--- config.mk ---
export PLATFORM = sky130hd
export DESIGN_NAME = lp_dir_entry
export DESIGN_NICKNAME = d
export VERILOG_FILES = /design/src/rtl/lp_dir_pkg.sv /design/src/rtl/lp_ptr_view.sv /design/src/rtl/lp_coarse_expand.sv /design/src/rtl/lp_dir_entry.sv
export SDC_FILE = /design/constraint.sdc
export NUM_CORES = 1
export LEC_CHECK = 0
export BUFFER_PORTS_ARGS = -buffer_cell sky130_fd_sc_hd__buf_2
export CORE_ASPECT_RATIO = 1.1
export CORE_MARGIN = 5
export CORE_UTILIZATION = 40
export CTS_CLUSTER_SIZE = 40
export DETAILED_ROUTE_END_ITERATION = 10
export PLACE_DENSITY = 0.57
export SKIP_LAST_GASP = 1
export SYNTH_ARGS = -nofsm -noshare
export SYNTH_HDL_FRONTEND = slang
export SYNTH_SLANG_ARGS = --single-unit
--- constraint.sdc ---
create_clock -name clk -period 5 [get_ports clk]
set_input_delay 0.5 -clock clk [delete_from_list [all_inputs] [get_ports clk]]
set_output_delay 0.5 -clock clk [all_outputs]
set_load 0.005 [all_outputs]
--- src/rtl/lp_dir_pkg.sv ---
package lp_dir_pkg;
    typedef enum logic [1:0] {
        POL_BCAST  = 2'd0,
        POL_EVICT  = 2'd1,
        POL_COARSE = 2'd2
    } lp_policy_e;
endpackage

--- src/rtl/lp_ptr_view.sv ---
// Decodes the pointer form of the storage: duplicate hit, node mask of
// the valid pointers, and the coarse-group vector those pointers map to.
module lp_ptr_view #(
    parameter int NODES = 16,
    parameter int NPTR  = 2,
    parameter int ID_W  = 4,
    parameter int CV_W  = 8,
    parameter int GRP   = 2,
    parameter int CNT_W = 2
) (
    input  logic [CV_W-1:0]  store_i,
    input  logic [CNT_W-1:0] cnt_i,
    input  logic [ID_W-1:0]  node_i,
    output logic             hit_o,
    output logic [NODES-1:0] mask_o,
    output logic [CV_W-1:0]  grp_o
);
    localparam logic [NODES-1:0] NODE_ONE = NODES'(1);
    localparam logic [CV_W-1:0]  GRP_ONE  = CV_W'(1);

    logic [NODES-1:0] t_mask [NPTR];
    logic [CV_W-1:0]  t_grp  [NPTR];
    logic [NPTR-1:0]  t_hit;

    for (genvar i = 0; i < NPTR; i++) begin : g_ptr
        logic [ID_W-1:0] ptr;
        logic            live;
        assign ptr        = store_i[i*ID_W +: ID_W];
        assign live       = int'(cnt_i) > i;
        assign t_mask[i]  = live ? (NODE_ONE << ptr) : '0;
        assign t_grp[i]   = live ? (GRP_ONE << (int'(ptr) / GRP)) : '0;
        assign t_hit[i]   = live && (ptr == node_i);
    end

    always_comb begin
        mask_o = '0;
        grp_o  = '0;
        for (int i = 0; i < NPTR; i++) begin
            mask_o = mask_o | t_mask[i];
            grp_o  = grp_o | t_grp[i];
        end
        hit_o = |t_hit;
    end
endmodule

--- src/rtl/lp_coarse_expand.sv ---
// Expands a coarse vector into a node mask: each bit covers GRP nodes.
module lp_coarse_expand #(
    parameter int NODES = 16,
    parameter int CV_W  = 8,
    parameter int GRP   = 2
) (
    input  logic [CV_W-1:0]  vec_i,
    output logic [NODES-1:0] mask_o
);
    for (genvar k = 0; k < CV_W; k++) begin : g_grp
        assign mask_o[k*GRP +: GRP] = {GRP{vec_i[k]}};
    end
endmodule

--- src/rtl/lp_dir_entry.sv ---
module lp_dir_entry #(
    parameter int NODES = 16,
    parameter int NPTR  = 2
) (
    input  logic                       clk,
    input  logic                       rst_n,
    input  logic [1:0]                 policy_i,
    input  logic                       req_valid_i,
    input  logic                       req_write_i,
    input  logic [$clog2(NODES)-1:0]   req_node_i,
    output logic                       inv_valid_o,
    output logic [NODES-1:0]           inv_mask_o,
    output logic [NODES-1:0]           sharers_o,
    output logic                       overflow_o
);
    import lp_dir_pkg::*;

    localparam int ID_W  = $clog2(NODES);
    localparam int CV_W  = NPTR * ID_W;
    localparam int GRP   = NODES / CV_W;
    localparam int CNT_W = $clog2(NPTR + 1);
    localparam int RR_W  = (NPTR > 1) ? $clog2(NPTR) : 1;
    localparam logic [NODES-1:0] NODE_ONE = NODES'(1);
    localparam logic [CV_W-1:0]  GRP_ONE  = CV_W'(1);

    typedef struct packed {
        logic [CV_W-1:0]  store;  // pointers, or coarse vector once overflowed
        logic [CNT_W-1:0] cnt;    // pointers in use
        logic             ovf;
        logic [RR_W-1:0]  rr;     // evict victim slot
        logic             inv_v;
        logic [NODES-1:0] inv_m;
    } ent_t;

    ent_t s_d, s_q;

    logic             ptr_hit;
    logic [NODES-1:0] ptr_mask;
    logic [CV_W-1:0]  ptr_grp;
    logic [NODES-1:0] cv_mask;
    logic [NODES-1:0] cur_mask;
    logic [NODES-1:0] wr_mask;
    logic [ID_W-1:0]  victim;
    logic             is_cv;
    int               node_grp;

    lp_ptr_view #(
        .NODES(NODES), .NPTR(NPTR), .ID_W(ID_W),
        .CV_W(CV_W), .GRP(GRP), .CNT_W(CNT_W)
    ) u_view (
        .store_i (s_q.store),
        .cnt_i   (s_q.cnt),
        .node_i  (req_node_i),
        .hit_o   (ptr_hit),
        .mask_o  (ptr_mask),
        .grp_o   (ptr_grp)
    );

    lp_coarse_expand #(
        .NODES(NODES), .CV_W(CV_W), .GRP(GRP)
    ) u_expand (
        .vec_i  (s_q.store),
        .mask_o (cv_mask)
    );

    assign is_cv    = (policy_i == POL_COARSE);
    assign node_grp = int'(req_node_i) / GRP;
    assign cur_mask = s_q.ovf ? (is_cv ? cv_mask : '1) : ptr_mask;
    assign wr_mask  = cur_mask & ~(NODE_ONE << req_node_i);
    assign victim   = s_q.store[int'(s_q.rr)*ID_W +: ID_W];

    always_comb begin
        s_d       = s_q;
        s_d.inv_v = 1'b0;
        s_d.inv_m = '0;
        if (req_valid_i) begin
            if (req_write_i) begin
                s_d.inv_m = wr_mask;
                s_d.inv_v = |wr_mask;
                s_d.store = CV_W'(req_node_i);
                s_d.cnt   = CNT_W'(1);
                s_d.ovf   = 1'b0;
                s_d.rr    = '0;
            end else if (s_q.ovf) begin
                if (is_cv) begin
                    s_d.store[node_grp] = 1'b1;
                end
            end else if (!ptr_hit) begin
                if (int'(s_q.cnt) < NPTR) begin
                    s_d.store[int'(s_q.cnt)*ID_W +: ID_W] = req_node_i;
                    s_d.cnt = s_q.cnt + 1'b1;
                end else begin
                    case (policy_i)
                        POL_EVICT: begin
                            s_d.inv_m = NODE_ONE << victim;
                            s_d.inv_v = 1'b1;
                            s_d.store[int'(s_q.rr)*ID_W +: ID_W] = req_node_i;
                            s_d.rr = (int'(s_q.rr) == NPTR - 1) ? '0 : s_q.rr + 1'b1;
                        end
                        POL_COARSE: begin
                            s_d.store = ptr_grp | (GRP_ONE << node_grp);
                            s_d.ovf   = 1'b1;
                        end
                        default: begin
                            s_d.ovf = 1'b1;
                        end
                    endcase
                end
            end
        end
    end

    always_ff @(posedge clk or negedge rst_n) begin
        if (!rst_n) s_q <= '0;
        else        s_q <= s_d;
    end

    assign inv_valid_o = s_q.inv_v;
    assign inv_mask_o  = s_q.inv_m;
    assign sharers_o   = cur_mask;
    assign overflow_o  = s_q.ovf;
endmodule

==> flow_metrics.py <==
metrics = {
    "worst_setup_path": {
        "r2r_start": "s_q[20]",
        "r2r_setup_slack_ns": 2.14,
        "crit_arrival_ns": 2.57,
        "path_class": "register to output port",
        "crit_path_start": "s_q[20]",
        "rr_worst_depth": 8,
        "end_kind": "output port",
        "critPathLaunchType": "register",
        "critPathMaxFanout": 15,
        "r2r-end": "inv_valid_o",
        "cp.required_ns": 4.50,
    },
    "cts": {
        "ctsHtreeMaxLevel": 2,
        "clk_pin_slew_ns": 0.07,
        "cts_resized": 0,
        "hold_buffers": 0,
        "postCtsSetupBuffers": 0,
        "numCtsBuffers": 5,
        "worstSkewPairLatency_ns": 0.29,
        "cts_tree": "done",
        "clock_sink_count": 29,
        "clock_path_buffers": 2,
        "cts_root_buffer": "clkbuf_8",
    },
    "global_routing": {
        "first_global_vias": 2619,
        "grt_pass1_wl_mm": 13.6,
        "grt_max_degree": 32,
        "antenna_found_initial": 0,
        "grt_use_total": 0.213,
        "overflow": 0,
    },
    "timing": {
        "fin_skew_ns": 0.00799,
        "fin_crit_ns": 3.07,
        "slew_headroom": 0.556,
        "setup_tns_ns": 0,
        "min_period_over_period": 0.614,
        "fmaxAchievable_mhz": 326,
        "hold_viol_final": 0,
        "setup_viol": 0,
        "timing.final.ws_setup_ns": 1.93,
        "worst_pin_slew_ns": 0.666,
        "rsz0062_at_grt": "false",
        "slew_violations": 0,
    },
    "detailed_routing": {
        "vias": 2816,
        "drtIter0Drc": 352,
        "wl_per_cell_um": 19.9,
        "vias_per_cell": 6.41,
        "drc_errors": 0,
        "dr.pass1.iters": 5,
        "wirelength_mm": 8.75,
        "antenna_left": 0,
    },
    "power": {
        "static-leakage-power_nw": 1.19,
        "ir_drop_uv": 195,
        "p_int_mw": 0.771,
        "power.switching_mw": 0.863,
        "power_frac_seq": 0.291,
        "power_frac_comb": 0.590,
        "finalPower_mw": 1.63,
        "switching_share": 0.528,
        "clkPwrFrac": 0.119,
        "p_per_area_mw_per_mm2": 583,
    },
    "placement": {
        "place.gp.congestion": 0.914,
        "io_buffers": 43,
        "dp_slack_ns": 2.25,
        "place_hpwl_mm": 6.44,
    },
    "logic_synthesis": {
        "syn_avg_cell_area_um2": 7.54,
        "yosysUniqueCellTypes": 59,
        "synth_edf_count": 0,
        "yosysWarnings": 0,
        "ys_seq_elements": 29,
        "synthCells": 348,
        "syn_area_mm2": 0.00263,
        "yosysSeqAreaShare": 0.276,
        "ys.flop_type": "dfrtp_1",
        "synth_nets": 362,
        "synthArstFlopShare": 1.00,
    },
    "cells_and_area": {
        "seq_area_um2": 726,
        "antenna_cells": 0,
        "multiInputGateArea_mm2": 0.00163,
        "drive_above_1_share": 0.171,
        "nFillCells": 684,
        "area_delta_synth_final_pct": 6.82,
        "finalNetCount": 370,
    },
    "floorplanning": {
        "start_util": 0.405,
        "top_level_ports": 44,
        "die-area_mm2": 0.00828,
        "core_area_mm2": 0.00648,
        "die_h_um": 95.0,
        "num_rows": 31,
        "die_w_um": 87.2,
    },
    "run_status": {
        "status": "completed",
    },
    "hold_path": {
        "worst_hold_path_type": "input pin to async pin",
    },
    "flow_run": {
        "maxCapViolCount": 0,
    },
}
==> metrics by stage <==
step | std cells | cell area (um2) | hold slack, ns | utilization
floorplan | 348 | 2630 | 0.204 | -
global placement | 431 | 2720 | 0.560 | 0.420
detailed placement | 431 | 2720 | 0.568 | 0.420
CTS | 439 | 2800 | 0.264 | 0.433
global route | 439 | 2800 | 0.294 | 0.433
finish | 439 | 2800 | 0.237 | 0.433
==> layout make-up <==
class,instances,area share
clock inverter,2,0.00357
clock buffer,6,0.0259
inverter,8,0.0107
tap,82,0.0366
sequential,29,0.259
timing repair buffer,45,0.0821
multi-input combinational,267,0.582
==> logic make-up (layout without fill, tap and decap cells) <==
logic type | Yosys count | count (layout) | share of synthesized area
adders and majority gates | 4 | 4 | 0.0191
buffers and inverters | 52 | 61 | 0.102
AOI/OAI and AO/OA | 108 | 108 | 0.288
xor gates and xnor gates | 8 | 8 | 0.0267
DFF | 29 | 29 | 0.276
and+or+nand+nor | 147 | 147 | 0.288
==> synth_stat cells, types with 2 or more instances <==
library cell	instances	area (um2)
buf_2	9	45.0
nand2b_1	10	62.6
o31ai_1	4	30.0
a311o_1	2	20.0
nand2_1	26	97.6
a21oi_1	11	55.1
xor2_1	4	35.0
a41oi_1	2	17.5
o22ai_1	21	131
xnor2_1	4	35.0
buf_1	4	15.0
and3b_1	2	17.5
nor2_1	46	173
o32a_1	3	30.0
nor4_1	7	43.8
or2_2	2	12.5
nor3_1	17	85.1
and2_1	3	18.8
a221oi_1	9	78.8
a211oi_1	2	15.0
ha_1	4	50.1
or3_1	7	43.8
a32o_1	2	20.0
inv_1	8	30.0
nor3b_1	5	37.5
a31oi_1	2	12.5
o31a_1	2	17.5
a32oi_1	2	17.5
and4b_1	2	20.0
dfrtp_1	29	726
nand3_1	3	15.0
buf_4	16	120
clkbuf_1	15	56.3
o22a_1	6	52.6
nor2b_1	4	25.0
o21ai_0	23	115
nand4_1	4	25.0
o21a_1	5	37.5
==> worst max-delay path, stage by stage (launching register included) <==
cell and delay, ns:
dfrtp_1 0.60, inv_1 0.25, ha_1 0.35, nor3_1 0.53
a221oi_1 0.22, nor2_1 0.18, buf_2 0.14
==> power groups by stage <==
stage               Clock, mW  Combinational (mW)  Sequential (mW)
floorplan                   0               0.784            0.344
global placement            0               0.953            0.471
detailed placement          0               0.946            0.472
CTS                     0.197               0.950            0.466
global route            0.207                1.05            0.488
finish                  0.195               0.964            0.475
==> cells in the final DEF (no fill, tap or decap), types with 3 or more instances in the layout <==
cell	n
dfrtp_1	29
o22a_1	6
a221oi_1	9
and2_1	3
o22ai_1	21
xor2_1	4
inv_1	8
buf_2	43
or3_1	7
nor4_1	7
nand4_1	4
xnor2_1	4
nor2b_1	4
ha_1	4
o21ai_0	23
clkbuf_8	5
nor3_1	17
nor3b_1	5
nor2_1	46
o32a_1	3
nand2b_1	10
a21oi_1	11
nand3_1	3
nand2_1	26
o21a_1	5
o31ai_1	4
==> layer usage <==
layer | up-vias | global-route usage | wire length, um
met5 | - | 0 | 0
met4 | 0 | 0.121 | 455
met3 | 38 | 0.0497 | 692
met2 | 162 | 0.354 | 4210
met1 | 1319 | 0.248 | 3400
li1 | 1297 | - | -
==> worst max path at each step <==
stage                              end  slack [ns]
after global routing      sharers_o[3]        1.77
after global placement     inv_valid_o        2.34
after detailed placement   inv_valid_o        2.25
final                     sharers_o[3]        1.93
after CTS                 sharers_o[3]        2.01
after floorplan            inv_valid_o        2.61
==> registers in the layout (all words and copies together) (netlist names) <==
name / flops
inv_mask_o: 16
inv_valid_o: 1
overflow_o: 1
s_q: 11
Note: power is estimated with default switching activity, not from simulation.
